--- src/rtl/cnt_pkg.sv ---
package cnt_pkg;
  // Next count for an enabled cycle; wraps naturally at the register width.
  function automatic logic [3:0] bump4(input logic [3:0] cur);
    return cur + 4'd1;
  endfunction

  // True when every bit of the count is set.
  function automatic logic all_ones4(input logic [3:0] cur);
    return &cur;
  endfunction
endpackage

--- src/rtl/cnt_reg.sv ---
module cnt_reg #(
  parameter int W = 4
) (
  input  logic         clk,
  input  logic         clr,
  input  logic         load_n,
  input  logic         cnt_en_n,
  input  logic [W-1:0] d_in,
  output logic [W-1:0] cnt
);
  import cnt_pkg::*;

  logic do_load;
  logic do_inc;
  assign do_load = ~load_n;
  assign do_inc  = load_n & ~cnt_en_n;

  always_ff @(posedge clk or posedge clr) begin
    if (clr)          cnt <= '0;
    else if (do_load) cnt <= d_in;
    else if (do_inc)  cnt <= W'(bump4(4'(cnt)));
  end

  AST_CLEAR_ZERO: assert property (@(posedge clk) (clr && $past(clr)) |-> (cnt == '0));
  AST_LOAD_TAKES: assert property (@(posedge clk) disable iff (clr) !load_n |=> (cnt == $past(d_in)));
  AST_INC_ONE:    assert property (@(posedge clk) disable iff (clr) (load_n && !cnt_en_n) |=> (cnt == W'($past(cnt) + 1'b1)));
  AST_HOLD_KEEP:  assert property (@(posedge clk) disable iff (clr) (load_n && cnt_en_n) |=> $stable(cnt));
endmodule

--- src/rtl/cnt_pins.sv ---
module cnt_pins #(
  parameter int W = 4
) (
  input  logic [W-1:0] cnt,
  input  logic         load_n,
  input  logic         out_dis,
  output logic [W-1:0] bus_out,
  output logic         bus_oe,
  output logic [W-1:0] q_out
);
  assign bus_oe  = load_n & ~out_dis;
  assign bus_out = cnt;
  assign q_out   = cnt;

  always_comb begin
    AST_BUS_QUIET_ON_LOAD: assert (!(bus_oe && !load_n));
  end
endmodule

--- src/rtl/cnt_carry.sv ---
module cnt_carry #(
  parameter int W = 4
) (
  input  logic [W-1:0] cnt,
  input  logic         cnt_en_n,
  output logic         tc_n
);
  import cnt_pkg::*;

  logic at_top;
  assign at_top = all_ones4(4'(cnt));
  assign tc_n   = ~(at_top & ~cnt_en_n);
endmodule

--- src/rtl/bus_counter.sv ---
module bus_counter #(
  parameter int W = 4
) (
  input  logic         clk,
  input  logic         clr,
  input  logic         load_n,
  input  logic         cnt_en_n,
  input  logic         out_dis,
  input  logic [W-1:0] io_in,
  output logic [W-1:0] io_out,
  output logic         io_oe,
  output logic [W-1:0] q,
  output logic         max_cnt_n
);
  logic [W-1:0] cnt_w;
  logic         tc_w;

  cnt_reg #(.W(W)) u_reg (
    .clk(clk), .clr(clr), .load_n(load_n), .cnt_en_n(cnt_en_n),
    .d_in(io_in), .cnt(cnt_w)
  );

  cnt_pins #(.W(W)) u_pins (
    .cnt(cnt_w), .load_n(load_n), .out_dis(out_dis),
    .bus_out(io_out), .bus_oe(io_oe), .q_out(q)
  );

  cnt_carry #(.W(W)) u_carry (
    .cnt(cnt_w), .cnt_en_n(cnt_en_n), .tc_n(tc_w)
  );

  assign max_cnt_n = tc_w;

  AST_FLAG_THEN_WRAP: assert property (@(posedge clk) disable iff (clr) (!tc_w && load_n) |=> (cnt_w == '0));
  AST_FLAG_NEEDS_EN:  assert property (@(posedge clk) disable iff (clr) cnt_en_n |-> tc_w);
endmodule

--- config.mk ---
export PLATFORM = sky130hd
export DESIGN_NAME = bus_counter
export DESIGN_NICKNAME = d
export VERILOG_FILES = /design/src/rtl/cnt_pkg.sv /design/src/rtl/cnt_reg.sv /design/src/rtl/cnt_pins.sv /design/src/rtl/cnt_carry.sv /design/src/rtl/bus_counter.sv
export SDC_FILE = /design/constraint.sdc
export NUM_CORES = 1
export LEC_CHECK = 0
export BUFFER_PORTS_ARGS = -buffer_cell sky130_fd_sc_hd__buf_2
export CORE_AREA = 2 2 39 41
export DETAILED_ROUTE_END_ITERATION = 10
export DIE_AREA = 0 0 41 43
export SETUP_SLACK_MARGIN = 0.3
export SYNTH_ARGS = -nofsm -noshare
export SYNTH_HDL_FRONTEND = slang
export SYNTH_HIERARCHICAL = 1
export SYNTH_SLANG_ARGS = --single-unit
--- constraint.sdc ---
create_clock -name clk -period 1.3 [get_ports clk]
set_input_delay 0.065 -clock clk [delete_from_list [all_inputs] [get_ports clk]]
set_output_delay 0.065 -clock clk [all_outputs]
set_load 0.005 [all_outputs]
==> summary.txt <==
Setup path
  – Endpoint class of the critical path: flop
  – CP max FO: 2
  – Reg2reg path depth: 4
  – Critical Path RT: ~1400 ps
  – Worst setup SP type: flop
  – Crit path kind: reg -> reg
  – Critical path data arrival time: 1210 ps

STA
  – Fin crit share: 0.8466
  – Hold WS: 67.36 ps
  – Clk_skew: about 0.44 ps
  – Hold Vio Cnt, Final: 0
  – Setup TNS: 0 ps
  – Slew Limit Fails: 0
  – Final Critical Period: 1101 ps
  – RSZ-0062 raised after global routing: yes
  – Final WS setup: around 200 ps
  – Actual slew at the worst max-slew pin: 169.5 ps
  – Relative slew slack: 0.8838
  – Final setup fails: 0
  – Achievable frequency: 908.7 MHz

Cells and area
  – Share of layout cells above drive strength 1: 0.6170
  – Fin util: 0.3101
  – Diode count: 0
  – Max FFs per register: 4
  – NumNets Final: 59
  – Area grow syn2layout: 45.96%

Die
  – Row count: 14
  – Die Y-Extent: 43 um
  – Width of the die: 41 um
  – Core area: 0.001384 mm2
  – Initial Util: 0.2125
  – Ports: 19
  – Die Area: 0.001763 mm2

CTS
  – CTS tree: built
  – Clk buf depth: 2
  – TritonCTS Buffers: 3
  – CTS clk-pin slew, worst paths: 40 ps
  – Worst skew pair latency: around 230 ps
  – Root Buffer Master: clkbuf_4
  – H-tree levels: 1
  – CTS Sinks: 4

Logic synthesis
  – Seq cells post-synth: 4
  – Yosys warns: 6
  – Top post-synthesis cells by count: buf_4, dfrtp_1, a21oi_1, nor2_1, xnor2_1
  – Sequential area share after synthesis: 0.3404
  – Post-synth EDFFs: 0
  – Avg Inst Size Synth: 9.801 um2
  – Fraction of registers with async set/reset: 1.000
  – Post-Synthesis Cells: 30
  – Cell Area, Synth: 294.0 um2
  – Post-synth top area share: 0.3404
  – Netlist cell types: 15
  – Ranking of synthesized cells by area: dfrtp_1, buf_4, xnor2_1
  – Most frequent cell after synthesis: buf_4
  – Synth area leader: dfrtp_1
  – Syn_nets: 40
  – Ys flop type: dfrtp_1

Run
  – Max-Cap Viols: 0

Min path
  – Hold Crit Class: in -> reg
  – Hold depth: 2

Placed design
  – IO buf count: 18
  – Dpl hpwl: 430.8 um
  – Pre-CTS setup slack: 154.4 ps
  – Gpl congestion: 0.6906

Drt
  – DR vias/cell: 3.873
  – Wirelength per Cell: 8.794 um
  – Post-route ant nets: 0
  – Vias post-DR: 244
  – DR pass1 iterations: 2
  – Drc violations: 0
  – DR iter-0 viols: 1
  – WL final: 554 um

Power and ir drop
  – Leak: around 0.21 nW
  – Pwr Density: 1135 mW/mm2
  – VDD IR max: 386.5 uV

GRT
  – GR Util All Layers: 0.07553
  – Largest net degree at the start of global routing: 9
  – Initial antenna violation count: 0
  – Global-route wire length before repair: 828 um
  – Vias in the first global route: between 200 and 250
  – GR Overflow Total: 0

Outcome
  – Run status: finished clean
[what timing repair did]
action	CTS	global route
hold buffers	1	0
pin swaps	2	0
hold endpoints to repair	4	0
setup endpoints to repair	5	7
gates resized for setup	2	3
setup buffers	2	0
[layout by cell type (no fill, tap or decap)]
cell type and count:
buf_2 16, buf_6 4, dfrtp_1 4, clkbuf_4 3, nor2_1 3, a21oi_1 3
nor2b_4 2, xnor2_1 2, dlygate4sd3_1 1, buf_4 1, nand4_1 1, mux2_2 1
mux2i_1 1, nand4b_1 1, xor2_1 1, inv_1 1, and2b_2 1, ha_2 1
[per-stage QoR]
step	std cells	cell area (um2)	power [mW]
after floorplan	30	296.5	0.2751
after global placement	57	354.1	0.2981
after detailed placement	57	354.1	0.2993
after CTS	63	409.1	0.4808
after global routing	63	429.2	0.5195
final	63	429.2	0.4872
[worst paths after layout]
kind                                          start                       end  slack (ps)
min                                        io_in[0]  u_reg/cnt[0]$_DFFE_PP0P_          70
max                        u_reg/cnt[1]$_DFFE_PP0P_  u_reg/cnt[2]$_DFFE_PP0P_         200
min reg2reg                u_reg/cnt[3]$_DFFE_PP0P_  u_reg/cnt[3]$_DFFE_PP0P_         630
max in group asynchronous                       clr  u_reg/cnt[1]$_DFFE_PP0P_         890
min in group asynchronous                       clr  u_reg/cnt[3]$_DFFE_PP0P_         260
max reg2reg                u_reg/cnt[1]$_DFFE_PP0P_  u_reg/cnt[2]$_DFFE_PP0P_         200
[power by group]
| group | switching [mW] | total, mW | leakage [nW] | internal (mW) |
|---|---|---|---|---|
| logic | 0.0676 | 0.177 | 0.153 | 0.110 |
| clock network | 0.0450 | 0.148 | 0.0138 | 0.103 |
| registers | 0.0183 | 0.162 | 0.0453 | 0.144 |
| total | 0.131 | 0.487 | 0.212 | 0.356 |
[cell families after synthesis]
logic type / share of synthesized area
compound gates: 0.05105
xor+xnor: 0.08938
fa+ha+maj: 0.04255
simple gates: 0.1873
flops: 0.3404
mux: 0.07234
buf+inv: 0.2170
[area by class of cell]
| cell class | count | area, um2 |
|---|---|---|
| well taps | 16 | 20.02 |
| inverters | 1 | 3.754 |
| clock buffers | 3 | 22.52 |
| multi-input cells | 17 | 140.1 |
| flip-flops and latches | 4 | 100.1 |
| repair buffers | 22 | 142.6 |
| fillers | 162 | 954.7 |
[critical path, cell delays in order (launching register included)]
cell	delay (ps)
dfrtp_1	390
ha_2	180
and2b_2	190
xnor2_1	150
a21oi_1	80
[per-layer routing]
layer,GRT usage,up-vias,share of wire
li1,-,127,-
met3,0.02094,0,0.12
met4,0.1000,0,0
met2,0.1094,13,0.50
met1,0.06818,104,0.38
met5,0,-,0
No activity file was read; power rests on OpenSTA's default activity.
